## src/rtl/frx_pkg.sv

```systemverilog
package frx_pkg;
  localparam int FLAG_LEN = 8;
  localparam int CRC_W = 16;
  localparam logic [CRC_W-1:0] CRC_POLY_REV = 16'h8408;
  localparam logic [CRC_W-1:0] CRC_PRESET = 16'hFFFF;
  localparam logic [CRC_W-1:0] CRC_RESIDUE = 16'hF0B8;

  typedef struct packed {
    logic frameStart;
    logic pushBit;
    logic commitBit;
    logic octetDone;
    logic loadOut;
  } ctlStrobe_t;
endpackage

```

## src/rtl/frx_datapath.sv

```systemverilog
module frx_datapath
  import frx_pkg::*;
#(
  parameter int OCTET_W = 8,
  parameter int HOLD = 2,
  parameter int LINE = FLAG_LEN - 1
) (
  input  logic               clk,
  input  logic               rstN,
  input  ctlStrobe_t         strb,
  input  logic               bitIn,
  input  logic [OCTET_W-1:0] addrMatch,
  input  logic [OCTET_W-1:0] addrMask,
  output logic               addrHit,
  output logic               crcOk,
  output logic [OCTET_W-1:0] outData
);
  // bits wait here until seven newer ones prove they are not a flag
  logic [LINE-1:0]    lineSr;
  logic [OCTET_W-1:0] octetSr;
  logic [OCTET_W-1:0] holdQ [HOLD];
  logic [CRC_W-1:0]   crcReg;
  logic               oldBit;
  logic [OCTET_W-1:0] nextOctet;
  logic [CRC_W-1:0]   crcNext;
  logic               crcFb;

  always_comb begin
    oldBit    = lineSr[0];
    nextOctet = {oldBit, octetSr[OCTET_W-1:1]};
    crcFb     = crcReg[0] ^ oldBit;
    crcNext   = (crcReg >> 1) ^ (crcFb ? CRC_POLY_REV : '0);
    addrHit   = ((nextOctet ^ addrMatch) & addrMask) == '0;
    crcOk     = crcReg == CRC_RESIDUE;
  end

  always_ff @(posedge clk or negedge rstN) begin
    if (!rstN) begin
      lineSr  <= '0;
      octetSr <= '0;
      crcReg  <= CRC_PRESET;
      outData <= '0;
      for (int i = 0; i < HOLD; i++) holdQ[i] <= '0;
    end else begin
      if (strb.frameStart) crcReg <= CRC_PRESET;
      if (strb.pushBit) lineSr <= {bitIn, lineSr[LINE-1:1]};
      if (strb.commitBit) begin
        octetSr <= nextOctet;
        crcReg  <= crcNext;
      end
      if (strb.octetDone) begin
        holdQ[0] <= nextOctet;
        for (int i = 1; i < HOLD; i++) holdQ[i] <= holdQ[i-1];
      end
      if (strb.loadOut) outData <= holdQ[HOLD-1];
    end
  end

  AST_LOAD_ON_OCTET: assert property (@(posedge clk) disable iff (!rstN)
    strb.loadOut |-> strb.octetDone);
  AST_COMMIT_NEEDS_PUSH: assert property (@(posedge clk) disable iff (!rstN)
    strb.commitBit |-> strb.pushBit);
endmodule

```

## src/rtl/frx_control.sv

```systemverilog
module frx_control
  import frx_pkg::*;
#(
  parameter int OCTET_W = 8,
  parameter int HOLD = 2,
  parameter int MIN_OCTETS = 4,
  parameter int LINE = FLAG_LEN - 1
) (
  input  logic       clk,
  input  logic       rstN,
  input  logic       bitValid,
  input  logic       bitIn,
  input  logic       addrHit,
  input  logic       crcOk,
  output ctlStrobe_t strb,
  output logic       outValid,
  output logic       outSof,
  output logic       outEof,
  output logic       outGood
);
  localparam int FLAG_RUN  = LINE - 1;
  localparam int STUFF_RUN = FLAG_RUN - 1;
  localparam int ONES_W    = $clog2(LINE + 1);
  localparam int PEND_W    = $clog2(LINE + 1);
  localparam int BIT_W     = $clog2(OCTET_W);
  localparam int OCT_SAT   = (MIN_OCTETS > HOLD) ? MIN_OCTETS : HOLD + 1;
  localparam int OCT_W     = $clog2(OCT_SAT + 1);
  localparam logic [ONES_W-1:0] ONES_SAT_V  = ONES_W'(LINE);
  localparam logic [ONES_W-1:0] FLAG_RUN_V  = ONES_W'(FLAG_RUN);
  localparam logic [ONES_W-1:0] STUFF_RUN_V = ONES_W'(STUFF_RUN);
  localparam logic [PEND_W-1:0] LINE_V      = PEND_W'(LINE);
  localparam logic [BIT_W-1:0]  LAST_BIT_V  = BIT_W'(OCTET_W - 1);
  localparam logic [OCT_W-1:0]  OCT_SAT_V   = OCT_W'(OCT_SAT);
  localparam logic [OCT_W-1:0]  HOLD_V      = OCT_W'(HOLD);
  localparam logic [OCT_W-1:0]  MIN_OCT_V   = OCT_W'(MIN_OCTETS);

  typedef enum logic {ST_HUNT, ST_FRAME} rxState_t;

  rxState_t          state;
  logic [ONES_W-1:0] onesCnt;
  logic [PEND_W-1:0] pendCnt;
  logic [BIT_W-1:0]  bitCnt;
  logic [OCT_W-1:0]  octCnt;
  logic              dropFrame;

  logic isFlag, isAbort, isStuff, inFrame, nonEmpty, closeNow, goodNow;

  always_comb begin
    inFrame  = state == ST_FRAME;
    isFlag   = bitValid && !bitIn && onesCnt == FLAG_RUN_V;
    isAbort  = bitValid && bitIn && onesCnt == FLAG_RUN_V;
    isStuff  = bitValid && !bitIn && onesCnt == STUFF_RUN_V;
    nonEmpty = octCnt != '0 || bitCnt != '0;
    closeNow = (isFlag || isAbort) && inFrame && !dropFrame && nonEmpty;
    goodNow  = isFlag && bitCnt == '0 && octCnt >= MIN_OCT_V && crcOk;

    strb            = '0;
    strb.frameStart = isFlag;
    strb.pushBit    = bitValid && inFrame && !isFlag && !isAbort && !isStuff;
    strb.commitBit  = strb.pushBit && pendCnt == LINE_V;
    strb.octetDone  = strb.commitBit && bitCnt == LAST_BIT_V;
    strb.loadOut    = strb.octetDone && octCnt >= HOLD_V && !dropFrame;
  end

  always_ff @(posedge clk or negedge rstN) begin
    if (!rstN) begin
      state     <= ST_HUNT;
      onesCnt   <= '0;
      pendCnt   <= '0;
      bitCnt    <= '0;
      octCnt    <= '0;
      dropFrame <= 1'b0;
      outValid  <= 1'b0;
      outSof    <= 1'b0;
      outEof    <= 1'b0;
      outGood   <= 1'b0;
    end else begin
      outValid <= strb.loadOut;
      outSof   <= strb.loadOut && octCnt == HOLD_V;
      outEof   <= closeNow;
      outGood  <= closeNow && goodNow;

      if (bitValid) begin
        if (!bitIn) onesCnt <= '0;
        else if (onesCnt != ONES_SAT_V) onesCnt <= onesCnt + 1'b1;
      end

      if (isFlag) begin
        state     <= ST_FRAME;
        pendCnt   <= '0;
        bitCnt    <= '0;
        octCnt    <= '0;
        dropFrame <= 1'b0;
      end else if (isAbort) begin
        state <= ST_HUNT;
      end else if (strb.pushBit) begin
        if (pendCnt != LINE_V) pendCnt <= pendCnt + 1'b1;
        if (strb.commitBit) begin
          bitCnt <= (bitCnt == LAST_BIT_V) ? '0 : bitCnt + 1'b1;
        end
        if (strb.octetDone) begin
          if (octCnt != OCT_SAT_V) octCnt <= octCnt + 1'b1;
          if (octCnt == '0 && !addrHit) dropFrame <= 1'b1;
        end
      end
    end
  end

  AST_SOF_NEEDS_BYTE: assert property (@(posedge clk) disable iff (!rstN)
    outSof |-> outValid);
  AST_GOOD_NEEDS_EOF: assert property (@(posedge clk) disable iff (!rstN)
    outGood |-> outEof);
  AST_EOF_APART: assert property (@(posedge clk) disable iff (!rstN)
    outEof |-> !outValid);
  AST_BYTE_PULSE: assert property (@(posedge clk) disable iff (!rstN)
    outValid |=> !outValid);
  AST_NO_OUT_HUNT: assert property (@(posedge clk) disable iff (!rstN)
    strb.pushBit |-> inFrame);
endmodule

```

## src/rtl/sdlc_frame_rx.sv

```systemverilog
module sdlc_frame_rx
  import frx_pkg::*;
#(
  parameter int OCTET_W = 8,
  parameter int MIN_OCTETS = 4
) (
  input  logic               clk,
  input  logic               rstN,
  input  logic               bitValid,
  input  logic               bitIn,
  input  logic [OCTET_W-1:0] addrMatch,
  input  logic [OCTET_W-1:0] addrMask,
  output logic               outValid,
  output logic [OCTET_W-1:0] outData,
  output logic               outSof,
  output logic               outEof,
  output logic               outGood
);
  localparam int HOLD = CRC_W / OCTET_W;
  localparam int LINE = FLAG_LEN - 1;

  ctlStrobe_t strb;
  logic       addrHit;
  logic       crcOk;

  frx_control #(
    .OCTET_W(OCTET_W), .HOLD(HOLD), .MIN_OCTETS(MIN_OCTETS), .LINE(LINE)
  ) uCtl (
    .clk(clk), .rstN(rstN), .bitValid(bitValid), .bitIn(bitIn),
    .addrHit(addrHit), .crcOk(crcOk), .strb(strb),
    .outValid(outValid), .outSof(outSof), .outEof(outEof), .outGood(outGood)
  );

  frx_datapath #(
    .OCTET_W(OCTET_W), .HOLD(HOLD), .LINE(LINE)
  ) uDp (
    .clk(clk), .rstN(rstN), .strb(strb), .bitIn(bitIn),
    .addrMatch(addrMatch), .addrMask(addrMask),
    .addrHit(addrHit), .crcOk(crcOk), .outData(outData)
  );
endmodule

```

## config.mk

```make
export PLATFORM = sky130hd
export DESIGN_NAME = sdlc_frame_rx
export DESIGN_NICKNAME = d
export VERILOG_FILES = /design/src/rtl/frx_pkg.sv /design/src/rtl/frx_datapath.sv /design/src/rtl/frx_control.sv /design/src/rtl/sdlc_frame_rx.sv
export SDC_FILE = /design/constraint.sdc
export NUM_CORES = 1
export LEC_CHECK = 0
export BUFFER_PORTS_ARGS = -buffer_cell sky130_fd_sc_hd__buf_2
export CAP_MARGIN = 0
export CORE_MARGIN = 4
export CORE_UTILIZATION = 34
export DETAILED_ROUTE_END_ITERATION = 7
export GPL_ROUTABILITY_DRIVEN = 1
export PLACE_DENSITY = 0.54
export RECOVER_POWER = 100
export SLEW_MARGIN = 0
export SYNTH_ARGS = -nofsm -noshare
export SYNTH_HDL_FRONTEND = slang
export SYNTH_HIERARCHICAL = 1
export SYNTH_SLANG_ARGS = --single-unit
```

## constraint.sdc

```tcl
create_clock -name clk -period 3.4 [get_ports clk]
set_clock_uncertainty 0.1 [all_clocks]
set_input_delay 0.17 -clock clk [delete_from_list [all_inputs] [get_ports clk]]
set_output_delay 0.17 -clock clk [all_outputs]
set_load 0.05 [all_outputs]
```

* Word-level counts from Yosys, hierarchy flattened *
Cells that the tools add are included.
Widths: inputs -> output; s select.

storage, ports and cells
  register bits after elaboration = 73

operators by class
  add/subtract/negate cells = 4
  magnitude comparators = 2
  equality and inequality tests = 11
  mux-type cells = 26
  bitwise logic cells = 4
  reductions and logical operators = 47

operator list
  operator              number
  $mux 16               3
  $mux 3                16
  $logic_and 1x1->1     22
  $eq 16x16->1 const B  1
  $xor 15x16->16        1
  $reduce_bool 2->1     7
  $add 3x1->3 const B   4
  $eq 3x3->1 const B    4
  $ne 3x3->1 const B    3
  $and 8x8->8           1
  $logic_not 8->1       1
  $reduce_and 4->1      2
  $xor 8x8->8           1
  $mux 1                7
  $logic_not 1->1       6
  $logic_not 3->1       2
  $reduce_and 3->1      2
  $reduce_bool 3->1     2
  $ne 2x1->1 const B    2
  $eq 3x2->1 const B    1
  $ge 3x2->1 const B    1
  $ge 3x3->1 const B    1
  $logic_or 1x1->1      2
  $reduce_and 2->1      1
  $xor 1x1->1           1

* Depth between registers and ports, before layout *
Gate-level depths: netlist (run 1).

  depth in word-level cells = 13
  depth in mapped cells = 11
  mapped depth without buffers = 7

* Modules after synthesis *
Netlist (run 1), hierarchy kept.

modules (own cells, without submodules)
  module        times used  cells each  area each (um2)
  frx_datapath  1           170         2224.6
  frx_control   1           98          1026.0

* Worst setup path before layout (run 1) *
OpenSTA, ideal clock, no wires.

  path type = flip-flop to flip-flop
  start = reg uCtl.onesCnt[0]
  end = reg uDp.crcReg[6]
  setup time = 0.079 ns
  arrival = 1.750 ns
  data required time = 3.221 ns
  setup slack = 1.471 ns
  stages on the path, launching flop included = 12
  path buffers = 4
  clock period less this slack = 1.929 ns
  cell sequence = dfrtp_1 > inv_1 > ha_1 > nand3_2 > or2_1 > buf_6 > clkinv_8 > buf_4 > clkbuf_1 > buf_2 > nor2_1 > o21ai_0

on the way
  word-level cells in the longest chain between the ends = 8
  elaborated cells between the ends (all ways) = 14

RTL lines
  element                                              line                text
  start, declared                                      frx_control.sv:40   logic [ONES_W-1:0] onesCnt;
  start signal, assigned                               frx_control.sv:85   else if (onesCnt != ONES_SAT_V) onesCnt <= onesCnt + 1'b1;
  $eq 3x3->1 *                                         frx_control.sv:50   isFlag = bitValid && !bitIn && onesCnt == FLAG_RUN_V;
  $logic_and 1x1->1 *                                  frx_control.sv:50
  via uCtl.isFlag                                      frx_control.sv:46   logic isFlag, isAbort, isStuff, inFrame, nonEmpty, closeNow, goodNow;
  $logic_not 1->1                                      frx_control.sv:59   strb.pushBit = bitValid && inFrame && !isFlag && !isAbort && !isStuff;
  $logic_and 1x1->1 (3 in series)                      frx_control.sv:59
  $logic_and 1x1->1                                    frx_control.sv:60   strb.commitBit = strb.pushBit && pendCnt == LINE_V;
  $mux 16 / $reduce_bool 2->1 (equally long branches)  -
  end signal, assigned                                 frx_datapath.sv:49  crcReg <= crcNext;
  end, declared                                        frx_datapath.sv:22  logic [CRC_W-1:0] crcReg;

The timed path passes the listed nets; every way through them passes the cells marked *.
A chain may end at the register's enable or synchronous reset.

==> results of run 1 <==
==> power breakdown <==
part	switching [W]	internal, W	total, W
clock	0.000299	0.000282	0.000581
combinational	0.000104	0.000102	0.000205
sequential	0.0000696	0.000984	0.00105
total	0.000473	0.00137	0.00184
==> sequential cells by signal, indices dropped and copies added, names as in the netlist, 3 cells and up <==
signal and cells:
uDp/crcReg 16, uDp/octetSr 7, uCtl/pendCnt 3, uCtl/bitCnt 3, uDp/holdQ 16, uCtl/octCnt 3
uDp/outData 8, uCtl/onesCnt 3, uDp/lineSr 7
==> repair_timing <==
| item | 4_1_cts | 5_1_grt |
|---|---|---|
| hold buffers | 1 | 0 |
| endpoints found under the hold margin | 57 | 0 |
| endpoints found under the setup margin | 0 | 0 |
==> metal layers <==
layer  global-route usage, %  vias to the layer above
li1                        -                      987
met3                    4.23                        9
met4                    4.44                        0
met5                       0                        -
met2                    16.3                       25
met1                    13.5                      978
==> Yosys cell counts (3+ instances only) <==
master	number
dfrtp_1	56
mux2_2	38
nand2_1	30
o21ai_0	20
nor2_1	18
dfstp_2	16
ha_1	11
inv_1	8
xor2_1	8
clkbuf_1	6
buf_2	5
nand3_1	5
a22oi_1	4
nor3_1	4
a21oi_1	3
==> kinds of logic after synthesis <==
| kind of cell | count (synthesis) | share of synthesized area, % |
|---|---|---|
| flip-flops | 72 | 56.0 |
| AND/OR/NAND/NOR | 77 | 12.4 |
| AO/OA/AOI/OAI | 34 | 6.74 |
| buffers and inverters | 23 | 3.66 |
| adder cells (fa/ha/maj) | 11 | 4.23 |
| multiplexers | 40 | 13.8 |
| XOR/XNOR | 11 | 3.20 |
==> per-stage QoR <==
stage	power [W]	instance area, um^2
floorplan	0.00121	3250
global placement	0.00128	3540
detailed placement	0.00129	3540
CTS	0.00188	3710
global route	0.00196	3660
finish	0.00184	3660
==> worst register-to-register path, stage by stage (launching register included) <==
cell and delay (ns):
dfrtp_1 0.41, inv_1 0.07, ha_1 0.21, nand2_1 0.09, nand3_1 0.13, nor2_1 0.12
clkbuf_1 0.70, mux2_2 0.42
==> cell type report <==
cell class | count | area (um^2)
clock buffers | 12 | 145
clock inverters | 4 | 21.3
fillers | 957 | 5620
inverters | 10 | 51.3
multi-input cells | 173 | 1280
flip-flops and latches | 72 | 1820
well taps | 129 | 161
repair buffers | 37 | 176
==> how the worst max path moves through the flow <==
stage                           endpoint       startpoint  cells past startpoint  slack, ns
after floorplan            uDp/crcReg[6]  uCtl/onesCnt[0]                     11       1.47
after global placement    uDp/outData[0]  uCtl/onesCnt[0]                      7       1.22
after detailed placement  uDp/outData[0]  uCtl/onesCnt[0]                      7       1.18
after CTS                 uDp/outData[3]  uCtl/onesCnt[0]                      7       1.16
after global routing        uDp/holdQ[9]  uCtl/onesCnt[1]                      7       0.81
final                       uDp/holdQ[9]  uCtl/onesCnt[0]                      7       1.04
==> flow_metrics.tcl, run 1 <==
set metrics [dict create \
    crit_buf_inv 2 \
    hold_path_end "uDp/lineSr[6]" \
    critPathCaptureType "flop" \
    gp_congestion 0.762 \
    cpMaxStageDelayCell "clkbuf_1" \
    first_iter_violations 62 \
    yosysSeqAreaShare_pct 56.0 \
    yosys.area.top_type "dfrtp_1" \
    min_from "bitIn" \
    grt_max_degree 46 \
    drv_cap 0 \
    cp.arrival_ns 2.48 \
    top_layer "met4" \
    leakagePower_nw 1.70 \
    clk_latency_ns 0.34 \
    clk_pin_slew_worst_paths_ns 0.07 \
    ant_nets 0 \
    path_delay_family "buffers and inverters" \
    hold_viol 0 \
    min_path_type "in -> reg" \
    met3RoutedLength_um 196 \
    die_x_um 106 \
    status "completed" \
    ctsLongestPathBuffers 2 \
    maxSlewHeadroom_pct 11.4 \
    synth_cells 268 \
    dr.pass1.iters 4 \
    r2r_cells 7 \
    dp_slack_ns 1.18 \
    period_share_pct 69.4 \
    root_buffer "clkbuf_8" \
    tightest_slew_ns 1.33 \
    area_delta_synth_final_pct 12.7 \
    wirelength_mm 5.61 \
    wl_met2_mm 2.62 \
    hpwl_mm 3.94 \
    syn_area_per_cell_um2 12.1 \
    critPathKind "reg -> reg" \
    hold_depth 2 \
    wire_per_inst_um 12.8 \
    core_mm2 0.00928 \
    reg2reg_to "uDp/holdQ[9]" \
    finalNonFillerCells 437 \
    mostFrequentLayoutCells "dfrtp_1 (56), mux2_2 (38), nand2_1 (30), o21ai_0 (20)" \
    grt_pass1_wl_mm 9.43 \
    async_flop_share_pct 100 \
    viasPerCell 4.57 \
    cts_htree_levels 3 \
    cts_setup_buffers 0 \
    netlist_area_mm2 0.00325 \
    diodes 0 \
    grt_remaining_overflow 0 \
    fin_util_pct 39.4 \
    finalMaxSlewViolations 0 \
    holdWs_ns 0.0313 \
    cp_slowest_stage_delay_ns 0.70 \
    ys_types 42 \
    final_common_cell "dfrtp_1" \
    ys_ff_latch 72 \
    die_h_um 106 \
    port_buffers 31 \
    ctsResizeCount 0 \
    cp_max_fo 16 \
    cts_tree "done" \
    synth_area_leaders "dfrtp_1 (43%), mux2_2 (13%), dfstp_2 (13%)" \
    ys_warn_count 6 \
    met1Wirelength_mm 2.69 \
    crit_required_ns 3.52 \
    ios 32 \
    numCtsBuffers 9 \
    cts_num_sinks 72 \
    drc 0 \
    yosys_most_used_dff "dfrtp_1" \
    synth_top_area_share_pct 43.1 \
    grt_antenna_before_repair 0 \
    r2r_slack_ns 1.04 \
    synth_edf_count 0 \
    grt_usage_pct 10.7 \
    setup_viol 0 \
    num_rows 35 \
    crit_path_start_kind "flop" \
    tns_ns 0 \
    rr_startpoint "uCtl/onesCnt[0]" \
    setup_slack_ns 1.04 \
    vias 1999 \
    initial_core_util_pct 35.0 \
    period_needed_ns 2.36 \
    synth_nets 299 \
    power.density_mw_per_mm2 503 \
    layout-drive-gt1-share_pct 30.8 \
    rsz0062_at_grt "no" \
    dp_cells 420 \
    die_area_mm2 0.0112 \
    crit_chain "inv_1, ha_1, nand2_1, nand3_1, nor2_1, clkbuf_1, mux2_2" \
    first_global_vias 1991 \
    ir_worst_vdd_v 0.000304 \
    nets 334 \
    max_clock_freq_mhz 424 \
]
No activity file was read; power rests on OpenSTA's default activity.
==> run 2: changes to the inputs <==
==> constraint.sdc (replaced) <==
create_clock -name clk -period 2.4 [get_ports clk]
set_clock_uncertainty 0.1 [all_clocks]
set_input_delay 0.12 -clock clk [delete_from_list [all_inputs] [get_ports clk]]
set_output_delay 0.12 -clock clk [all_outputs]
set_load 0.05 [all_outputs]
==> run 2 against run 1 <==
The run now ends with max-capacitance violations, max-slew violations left. Combinational power is 47% higher. Hold slack better by 0.030 ns. Flip-flop and latch count stayed put. Final cell count stayed put. First-iteration DRC count is 13% higher. Routed wire length is 2.5% higher. Cell area is 1.2% higher. Total power is 44% higher. Clock power is 46% higher. Global-route usage is 0.32 points higher.
==> flow_metrics.tcl, run 2 (synthesized netlist as in run 1, its figures left out) <==
set metrics [dict create \
    grt_usage_pct 11.0 \
    numCtsBuffers 9 \
    ant_nets 0 \
    ios 32 \
    core_mm2 0.00928 \
    die_area_mm2 0.0112 \
    top_regs "uDp/crcReg: 16 flops, uDp/holdQ: 16 flops, uDp/outData: 8 flops" \
    drc 0 \
    setup_slack_ns 0.201 \
    layout-drive-gt1-share_pct 31.5 \
    grt_max_degree 41 \
    min_path_type "in -> reg" \
    drv_cap 1 \
    hold_viol 0 \
    period_share_pct 91.6 \
    tns_ns 0 \
    root_buffer "clkbuf_8" \
    leakagePower_nw 1.71 \
    nets 334 \
    die_h_um 106 \
    seq_area_mm2 0.00182 \
    vias 1999 \
    maxSlewHeadroom_pct -12.8 \
    dr.pass1.iters 4 \
    hpwl_mm 4.03 \
    critPathKind "reg -> reg" \
    first_iter_violations 70 \
    ctsLongestPathBuffers 2 \
    period_needed_ns 2.20 \
    mostFrequentLayoutCells "dfrtp_1 (56), mux2_2 (38), nand2_1 (30), o21ai_0 (20)" \
    cts_hold_buf 2 \
    max_clock_freq_mhz 455 \
    cp.arrival_ns 2.32 \
    wirelength_mm 5.75 \
    cts_htree_levels 3 \
    power_w 0.00264 \
    wire_per_inst_um 13.2 \
    ir_worst_vdd_v 0.000434 \
    viasPerCell 4.57 \
    crit_required_ns 2.52 \
    crit_path_start_kind "flop" \
    dp_slack_ns 0.224 \
    clk_latency_ns 0.33 \
    finalMaxSlewViolations 33 \
    final_common_cell "dfrtp_1" \
    clk_pin_slew_worst_paths_ns 0.07 \
    n_fill_cell 933 \
    setup_viol 0 \
    finalNonFillerCells 437 \
    cts_tree "done" \
    first_global_vias 2036 \
    area_delta_synth_final_pct 14.0 \
    grt_remaining_overflow 0 \
    critPathCaptureType "flop" \
    dp_cells 419 \
    ctsResizeCount 0 \
    diodes 0 \
    initial_core_util_pct 35.0 \
    tightest_slew_ns 1.69 \
    num_rows 35 \
    power.density_mw_per_mm2 713 \
    rsz0062_at_grt "no" \
    grt_pass1_wl_mm 9.83 \
    gp_congestion 0.740 \
    cts_setup_buffers 0 \
    multi_input_area_mm2 0.00130 \
    status "complete, but fails checks" \
    violations "max-capacitance violations, max-slew violations" \
    die_x_um 106 \
    grt_antenna_before_repair 0 \
    port_buffers 31 \
    cp_max_fo 9 \
    cts_num_sinks 72 \
    placed_cell_area_mm2 0.00354 \
    final_cell_area_mm2 0.00370 \
]
## run 2: report_power, final
| part | internal, W | switching (W) | leakage (nW) |
|---|---|---|---|
| sequential | 0.00139 | 0.0000969 | 0.930 |
| clock | 0.000434 | 0.000416 | 0.0907 |
| combinational | 0.000148 | 0.000153 | 0.688 |
| total | 0.00198 | 0.000665 | 1.71 |
## run 2: worst max-delay path, cell delays in order (launching register included)
cell	delay [ns]
dfrtp_1	0.40
inv_1	0.06
ha_1	0.21
nand2_1	0.09
nand3_1	0.17
nor3_2	0.23
o21a_1	0.43
mux2_2	0.39
## run 2: cell type report
class / count / area share, %
Inverter: 10 / 1.42
Timing Repair Buffer: 37 / 5.20
Sequential cell: 72 / 49.2
Multi-Input combinational cell: 173 / 35.1
Tap cell: 129 / 4.36
Clock inverter: 2 / 0.371
Clock buffer: 14 / 4.39
## run 2: path summary, 6_finish.rpt
kind                                  from         endpoint  slack, ns  cells past startpoint
max                        uCtl/onesCnt[0]   uDp/outData[3]       0.20                      7
min                               bitValid  uCtl/onesCnt[1]       0.06                      4
max reg2reg                uCtl/onesCnt[0]   uDp/outData[3]       0.20                      7
min reg2reg                  uDp/crcReg[6]    uDp/crcReg[5]       0.39                      2
max in group asynchronous             rstN   uDp/octetSr[5]       0.44                      3
min in group asynchronous             rstN   uCtl/octCnt[0]       0.49                      3
## run 2: layer usage
metal	share of wire (%)	global-route usage, %
met2	47	17.0
met3	3.2	3.06
met5	0	0
met1	48	14.8
met4	1.4	3.89
## run 2: metrics by stage
step / hold slack, ns / util (%)
finish: 0.0617 / 39.9
global placement: 0.0769 / 38.2
floorplan: -0.276 / -
CTS: 0.0278 / 40.3
global route: 0.0688 / 39.9
detailed placement: 0.0845 / 38.2
